$ cat src/rtl/xring_pkg.sv
package xring_pkg;

  // Active element count after clamping a request into 1..n.
  function automatic int clamp_len(int req, int n);
    if (req < 1) return 1;
    if (req > n) return n;
    return req;
  endfunction

  // Hop that element k feeds: k+1 inside the chain, n (tail) for the
  // last active element, n+1 meaning "no hop" above the active count.
  function automatic int dest_hop(int k, int vlen, int n);
    if (k + 1 < vlen)  return k + 1;
    if (k + 1 == vlen) return n;
    return n + 1;
  endfunction

  // Circular pointer advance for a queue of the given depth.
  function automatic int ptr_next(int p, int depth);
    return (p == depth - 1) ? 0 : p + 1;
  endfunction

  // Occupancy after one cycle of push/pop.
  function automatic int next_count(int cnt, bit push, bit pop);
    return cnt + (push ? 1 : 0) - (pop ? 1 : 0);
  endfunction

endpackage

$ cat src/rtl/xring_fifo.sv
module xring_fifo
  import xring_pkg::*;
#(
  parameter int W     = 32,
  parameter int DEPTH = 2,
  localparam int PTR_W = (DEPTH > 1) ? $clog2(DEPTH) : 1,
  localparam int CNT_W = $clog2(DEPTH + 1)
) (
  input  logic         clk,
  input  logic         rst,
  input  logic         clr,
  input  logic         push,
  output logic         in_ready,
  input  logic [W-1:0] wdata,
  input  logic         pop,
  output logic         out_valid,
  output logic [W-1:0] rdata
);

  logic [W-1:0]     mem [DEPTH];
  logic [PTR_W-1:0] wr_ptr, rd_ptr;
  logic [CNT_W-1:0] count;

  assign in_ready  = (count != CNT_W'(DEPTH));
  assign out_valid = (count != '0);
  assign rdata     = mem[rd_ptr];

  always_ff @(posedge clk) begin
    if (rst || clr) begin
      wr_ptr <= '0;
      rd_ptr <= '0;
      count  <= '0;
    end else begin
      if (push) wr_ptr <= PTR_W'(ptr_next(int'(wr_ptr), DEPTH));
      if (pop)  rd_ptr <= PTR_W'(ptr_next(int'(rd_ptr), DEPTH));
      count <= CNT_W'(next_count(int'(count), push, pop));
    end
  end

  always_ff @(posedge clk) begin
    if (push && !clr) mem[wr_ptr] <= wdata;
  end

  assert_cap_R6: assert property (@(posedge clk) disable iff (rst)
    count <= CNT_W'(DEPTH));

  assert_no_overflow_R6: assert property (@(posedge clk) disable iff (rst)
    push |-> in_ready);

  assert_hold_R8: assert property (@(posedge clk) disable iff (rst)
    (out_valid && !pop && !clr) |=> (out_valid && $stable(rdata)));

endmodule

$ cat src/rtl/xring_route.sv
module xring_route
  import xring_pkg::*;
#(
  parameter int N  = 4,
  parameter int W  = 32,
  parameter int LW = 3
) (
  input  logic                clk,
  input  logic                rst,
  input  logic                block,
  input  logic [LW-1:0]       vlen,
  input  logic                ctl_wr_valid,
  output logic                ctl_wr_ready,
  input  logic [W-1:0]        ctl_wr_data,
  input  logic [N-1:0]        tx_valid,
  output logic [N-1:0]        tx_ready,
  input  logic [N*W-1:0]      tx_data,
  input  logic [N:0]          hop_ready,
  output logic [N:0]          hop_push,
  output logic [N:0][W-1:0]   hop_wdata
);

  logic [N-1:0] tx_fire;

  always_comb begin
    int d;
    ctl_wr_ready = !block && hop_ready[0];
    hop_push     = '0;
    hop_wdata    = '0;
    tx_ready     = '0;
    hop_push[0]  = ctl_wr_valid && ctl_wr_ready;
    hop_wdata[0] = ctl_wr_data;
    for (int k = 0; k < N; k++) begin
      d = dest_hop(k, int'(vlen), N);
      for (int j = 1; j <= N; j++) begin
        if (j == d) begin
          tx_ready[k]  = !block && hop_ready[j];
          hop_push[j]  = tx_valid[k] && !block && hop_ready[j];
          hop_wdata[j] = tx_data[k*W +: W];
        end
      end
    end
  end

  assign tx_fire = tx_valid & tx_ready;

  assert_hop_balance_R3: assert property (@(posedge clk) disable iff (rst)
    $countones(tx_fire) == $countones(hop_push[N:1]));

endmodule

$ cat src/rtl/xring_drain.sv
module xring_drain #(
  parameter int N  = 4,
  parameter int W  = 32,
  parameter int LW = 3
) (
  input  logic                clk,
  input  logic                rst,
  input  logic                block,
  input  logic [LW-1:0]       vlen,
  input  logic [N:0]          hop_valid,
  input  logic [N:0][W-1:0]   hop_rdata,
  output logic [N:0]          hop_pop,
  output logic [N-1:0]        rx_valid,
  input  logic [N-1:0]        rx_ready,
  output logic [N*W-1:0]      rx_data,
  output logic                ctl_rd_valid,
  input  logic                ctl_rd_ready,
  output logic [W-1:0]        ctl_rd_data
);

  always_comb begin
    hop_pop = '0;
    rx_data = '0;
    for (int k = 0; k < N; k++) begin
      rx_valid[k]        = !block && (k < int'(vlen)) && hop_valid[k];
      rx_data[k*W +: W]  = hop_rdata[k];
      hop_pop[k]         = rx_valid[k] && rx_ready[k];
    end
    ctl_rd_valid = !block && hop_valid[N];
    ctl_rd_data  = hop_rdata[N];
    hop_pop[N]   = ctl_rd_valid && ctl_rd_ready;
  end

  assert_pop_nonempty_R8: assert property (@(posedge clk) disable iff (rst)
    (hop_pop & ~hop_valid) == '0);

endmodule

$ cat src/rtl/xring.sv
module xring
  import xring_pkg::*;
#(
  parameter int NUM_ELEM  = 4,
  parameter int DATA_W    = 32,
  parameter int HOP_DEPTH = 2,
  localparam int LEN_W    = $clog2(NUM_ELEM + 1)
) (
  input  logic                       clk,
  input  logic                       rst,
  input  logic                       ctl_init,
  input  logic [LEN_W-1:0]           ctl_vlen,
  input  logic                       ctl_wr_valid,
  output logic                       ctl_wr_ready,
  input  logic [DATA_W-1:0]          ctl_wr_data,
  output logic                       ctl_rd_valid,
  input  logic                       ctl_rd_ready,
  output logic [DATA_W-1:0]          ctl_rd_data,
  input  logic [NUM_ELEM-1:0]        elem_tx_valid,
  output logic [NUM_ELEM-1:0]        elem_tx_ready,
  input  logic [NUM_ELEM*DATA_W-1:0] elem_tx_data,
  output logic [NUM_ELEM-1:0]        elem_rx_valid,
  input  logic [NUM_ELEM-1:0]        elem_rx_ready,
  output logic [NUM_ELEM*DATA_W-1:0] elem_rx_data
);

  localparam int NHOP = NUM_ELEM + 1;

  logic [LEN_W-1:0]                vlen_q;
  logic [NUM_ELEM:0]               hop_push, hop_ready, hop_valid, hop_pop;
  logic [NUM_ELEM:0][DATA_W-1:0]   hop_wdata, hop_rdata;

  always_ff @(posedge clk) begin
    if (rst)           vlen_q <= LEN_W'(NUM_ELEM);
    else if (ctl_init) vlen_q <= LEN_W'(clamp_len(int'(ctl_vlen), NUM_ELEM));
  end

  for (genvar h = 0; h < NHOP; h++) begin : g_hop
    xring_fifo #(.W(DATA_W), .DEPTH(HOP_DEPTH)) u_q (
      .clk      (clk),
      .rst      (rst),
      .clr      (ctl_init),
      .push     (hop_push[h]),
      .in_ready (hop_ready[h]),
      .wdata    (hop_wdata[h]),
      .pop      (hop_pop[h]),
      .out_valid(hop_valid[h]),
      .rdata    (hop_rdata[h])
    );
  end

  xring_route #(.N(NUM_ELEM), .W(DATA_W), .LW(LEN_W)) u_route (
    .clk         (clk),
    .rst         (rst),
    .block       (ctl_init),
    .vlen        (vlen_q),
    .ctl_wr_valid(ctl_wr_valid),
    .ctl_wr_ready(ctl_wr_ready),
    .ctl_wr_data (ctl_wr_data),
    .tx_valid    (elem_tx_valid),
    .tx_ready    (elem_tx_ready),
    .tx_data     (elem_tx_data),
    .hop_ready   (hop_ready),
    .hop_push    (hop_push),
    .hop_wdata   (hop_wdata)
  );

  xring_drain #(.N(NUM_ELEM), .W(DATA_W), .LW(LEN_W)) u_drain (
    .clk         (clk),
    .rst         (rst),
    .block       (ctl_init),
    .vlen        (vlen_q),
    .hop_valid   (hop_valid),
    .hop_rdata   (hop_rdata),
    .hop_pop     (hop_pop),
    .rx_valid    (elem_rx_valid),
    .rx_ready    (elem_rx_ready),
    .rx_data     (elem_rx_data),
    .ctl_rd_valid(ctl_rd_valid),
    .ctl_rd_ready(ctl_rd_ready),
    .ctl_rd_data (ctl_rd_data)
  );

  assert_clear_R9: assert property (@(posedge clk) disable iff (rst)
    ctl_init |=> (hop_valid == '0));

  assert_len_range_R9: assert property (@(posedge clk) disable iff (rst)
    (vlen_q >= LEN_W'(1)) && (vlen_q <= LEN_W'(NUM_ELEM)));

  for (genvar k = 0; k < NUM_ELEM; k++) begin : g_idle_chk
    assert_idle_elem_R5: assert property (@(posedge clk) disable iff (rst)
      (LEN_W'(k) >= vlen_q) |-> (!elem_tx_ready[k] && !elem_rx_valid[k]));
  end

endmodule

$ cat config.mk
export PLATFORM = sky130hd
export DESIGN_NAME = xring
export DESIGN_NICKNAME = d
export VERILOG_FILES = /design/src/rtl/xring_pkg.sv /design/src/rtl/xring_fifo.sv /design/src/rtl/xring_route.sv /design/src/rtl/xring_drain.sv /design/src/rtl/xring.sv
export SDC_FILE = /design/constraint.sdc
export NUM_CORES = 1
export LEC_CHECK = 0
export BUFFER_PORTS_ARGS = -buffer_cell sky130_fd_sc_hd__buf_2
export CAP_MARGIN = 10
export CORE_ASPECT_RATIO = 1.25
export CORE_MARGIN = 2
export CORE_UTILIZATION = 44
export CTS_CLUSTER_DIAMETER = 200
export CTS_CLUSTER_SIZE = 10
export DETAILED_ROUTE_END_ITERATION = 10
export PLACE_DENSITY = 0.7
export SLEW_MARGIN = 20
export SYNTH_ARGS = -nofsm -noshare
export SYNTH_HDL_FRONTEND = slang
export SYNTH_SLANG_ARGS = --single-unit
$ cat constraint.sdc
create_clock -name clk -period 5.1 [get_ports clk]
set_input_delay 1.02 -clock clk [delete_from_list [all_inputs] [get_ports clk]]
set_output_delay 1.02 -clock clk [all_outputs]
set_load 0.005 [all_outputs]
==> results.cfg <==
[global_route]
grt_util_all_layers_pct = 21.3
grt_pass1_wl_um = 53800
grt_start_max_net_pins = 95
grt_overflow = 0
antenna_found_initial = 3
grt_pass1_vias = 9154

[clocking]
clockBufferDepth = 3
numCtsBuffers = 40
cts-resized-gates = 0
clock_latency_ns = 0.53
cts-htree-levels = 2
cts_setup_buffers = 0
cts_tree = built
clk_pin_slew_ns = 0.06
clock_sinks = 348
clock-root-buffer = clkbuf_16
cts-hold-fix-buffers = 0

[worst_hold_path]
hp-start = g_hop[1].u_q.rd_ptr$_SDFFE_PP0P_
hold_path.class = register to register
whs_path_depth = 2

[timing]
finalCriticalPeriod_ns = 3.47
period_share_pct = 68.1
rsz0062_at_grt = false
finalWorstSetupSlack_ns = 1.63
tightest_slew_ns = 1.07
skew_ns = 0.0146
setup_viol = 0
slew_headroom_pct = 28.4
fmax_ghz = 0.288
fin_setup_tns_ns = 0
whs_ns = 0.514
slew_violations = 0
hold_violations = 0

[route]
drt-initial-drc-count = 597
vias = 8802
dr.pass1.iters = 5
drt_wl_total_um = 37300
antenna_left = 0
vias_per_cell = 5.23
drcViolationCount = 0
wl_per_cell_um = 22.1

[placement]
hpwl_um = 26500
dp_cells = 1621
routabilityCongestion = 0.826
pre_cts_slack_ns = 1.79
port-buffer-count = 345

[worst_setup_path]
crit_fanout = 25
cp.arrival_ns = 2.45
start_kind = register
endpoint_kind = primary output
critical_path_class = register to primary output
r2r_end = g_hop[1].u_q.mem[1][24]$_DFFE_PP_
reg2reg_depth = 5
required_ns = 4.08
ff2ff_setup_slack_ns = 2.26
startpoint = vlen_q[0]$_SDFFE_PP0P_
timing.rr.start = vlen_q[1]$_SDFFE_PP0P_

[floorplanning]
die-height_um = 206
pin_count = 346
die_x_um = 166
start_util_pct = 44.3
num_rows = 74
design.die.area_um2 = 34200
fp.coreArea_um2 = 32500

[synth]
synth.ff_latch_count = 348
synthTopCellsByArea = edfxtp_1, mux2_2, dfxtp_1
synth_top_area_cell = edfxtp_1
synth_top_family_by_area = multiplexers
yosys.area_share.adder_pct = 0.608
ys.flop_type = edfxtp_1
synthDominantCellAreaShare_pct = 66.7
synthArstFlopShare_pct = 0
synthMuxAreaShare_pct = 13.2
synth_area_um2 = 14400
yosys.area_share.simple_pct = 7.30
synth_edf_count = 320
syn_nets = 1085
avgSynthCellArea_um2 = 16.0
synth_compound_area_share_pct = 5.22
synth-xor-area-share_pct = 1.22
yosysWarnings = 0
seq_area_frac_synth_pct = 70.6
ys_types = 45
netlist_instances = 902

[finish]
area_growth_pct = 23.4
n_fill_cell = 2671
layout-drive-gt1-share_pct = 47.2
nets = 1430
fin_cells = 1684

[power]
p_leak_uw = 0.00652
vdd.ir_drop.worst_v = 0.000225
powerDensity_nw_per_um2 = 350

[run]
drv_cap = 0

[run_status]
status = complete, no violations
## cells in the mapped netlist, drive strengths merged (2+ instances only)
cell type / number
ha: 7
xor2: 7
a22oi: 56
nor2b: 69
and3: 3
or3: 2
xnor2: 13
clkbuf: 31
mux2: 168
o21ai: 33
or2: 2
inv: 12
nand2: 11
nor4b: 3
nor2: 38
dfxtp: 28
and2: 38
edfxtp: 320
buf: 25
nand2b: 3
a2111oi: 2
nor3: 8
a21oi: 8
## area by class of cell
cell class / instances / area (um^2) / area share, %
antenna: 2 / 5.00 / 0.0281
inverter: 12 / 45.0 / 0.253
multi-input combinational: 486 / 4060 / 22.8
clock buffer: 56 / 1080 / 6.09
timing repair buffer: 359 / 1870 / 10.5
tap: 418 / 523 / 2.94
sequential: 348 / 10200 / 57.2
clock inverter: 3 / 21.3 / 0.120
## layer usage
metal  GRT usage [%]  wire [um]  up-vias  part of all wire (%)
met1            23.8      13800     4296                    37
met4            9.07       1460        2                   3.9
li1                -          -     4100                     -
met5               0         13        -                 0.035
met3            4.81       2300       73                   6.2
met2            39.0      19700      331                    53
## power breakdown
| group | total (uW) | leakage [uW] | switching (uW) | internal [uW] |
|---|---|---|---|---|
| Sequential | 3250 | 0.00318 | 22.5 | 3230 |
| Combinational | 489 | 0.00281 | 279 | 210 |
| Clock | 2490 | 0.000534 | 1030 | 1460 |
## sequential cells by signal (all words and copies together), names as in the netlist, named ones only
name and cells:
g_hop.u_q.count 10, g_hop.u_q.wr_ptr 5, g_hop.u_q.mem 320, g_hop.u_q.rd_ptr 5, vlen_q 3
## worst max-delay path: stages, from the launching register on
cell     delay (ns)
dfxtp_1        0.37
buf_4          0.27
and3_1         0.91
a22o_1         0.26
buf_2          0.11
## cells in the final DEF (no fill, tap or decap), drive strengths merged, types with 28 or more instances in the layout
master  count
buf       359
nor2       38
nor2b      69
o21ai      33
and2       38
dfxtp      28
clkbuf     56
mux2      168
edfxtp    320
a22oi      56
## stage by stage
stage | area, um^2 | util (%) | total power, uW
after global placement | 16600 | 51.1 | 3780
after global routing | 17800 | 54.7 | 6430
final | 17800 | 54.7 | 6230
after CTS | 17700 | 54.5 | 6290
after detailed placement | 16600 | 51.1 | 3800
after floorplan | 14400 | - | 3540
## cells by family after synthesis
group | Yosys count
AOI/OAI and AO/OA | 108
xor gates and xnor gates | 20
adders and majority gates | 7
buffers and inverters | 68
DFF | 348
muxes | 169
and+or+nand+nor | 182
## how the worst max path moves through the flow
stage                                   endpoint
2_1_floorplan   g_hop[4].u_q.mem[1][0]$_DFFE_PP_
3_3_place_gp   g_hop[4].u_q.mem[1][27]$_DFFE_PP_
3_5_place_dp   g_hop[4].u_q.mem[1][26]$_DFFE_PP_
4_1_cts                         elem_tx_ready[2]
5_1_grt                         elem_tx_ready[2]
6_report                        elem_tx_ready[2]
Note: power is estimated with default switching activity, not from simulation.
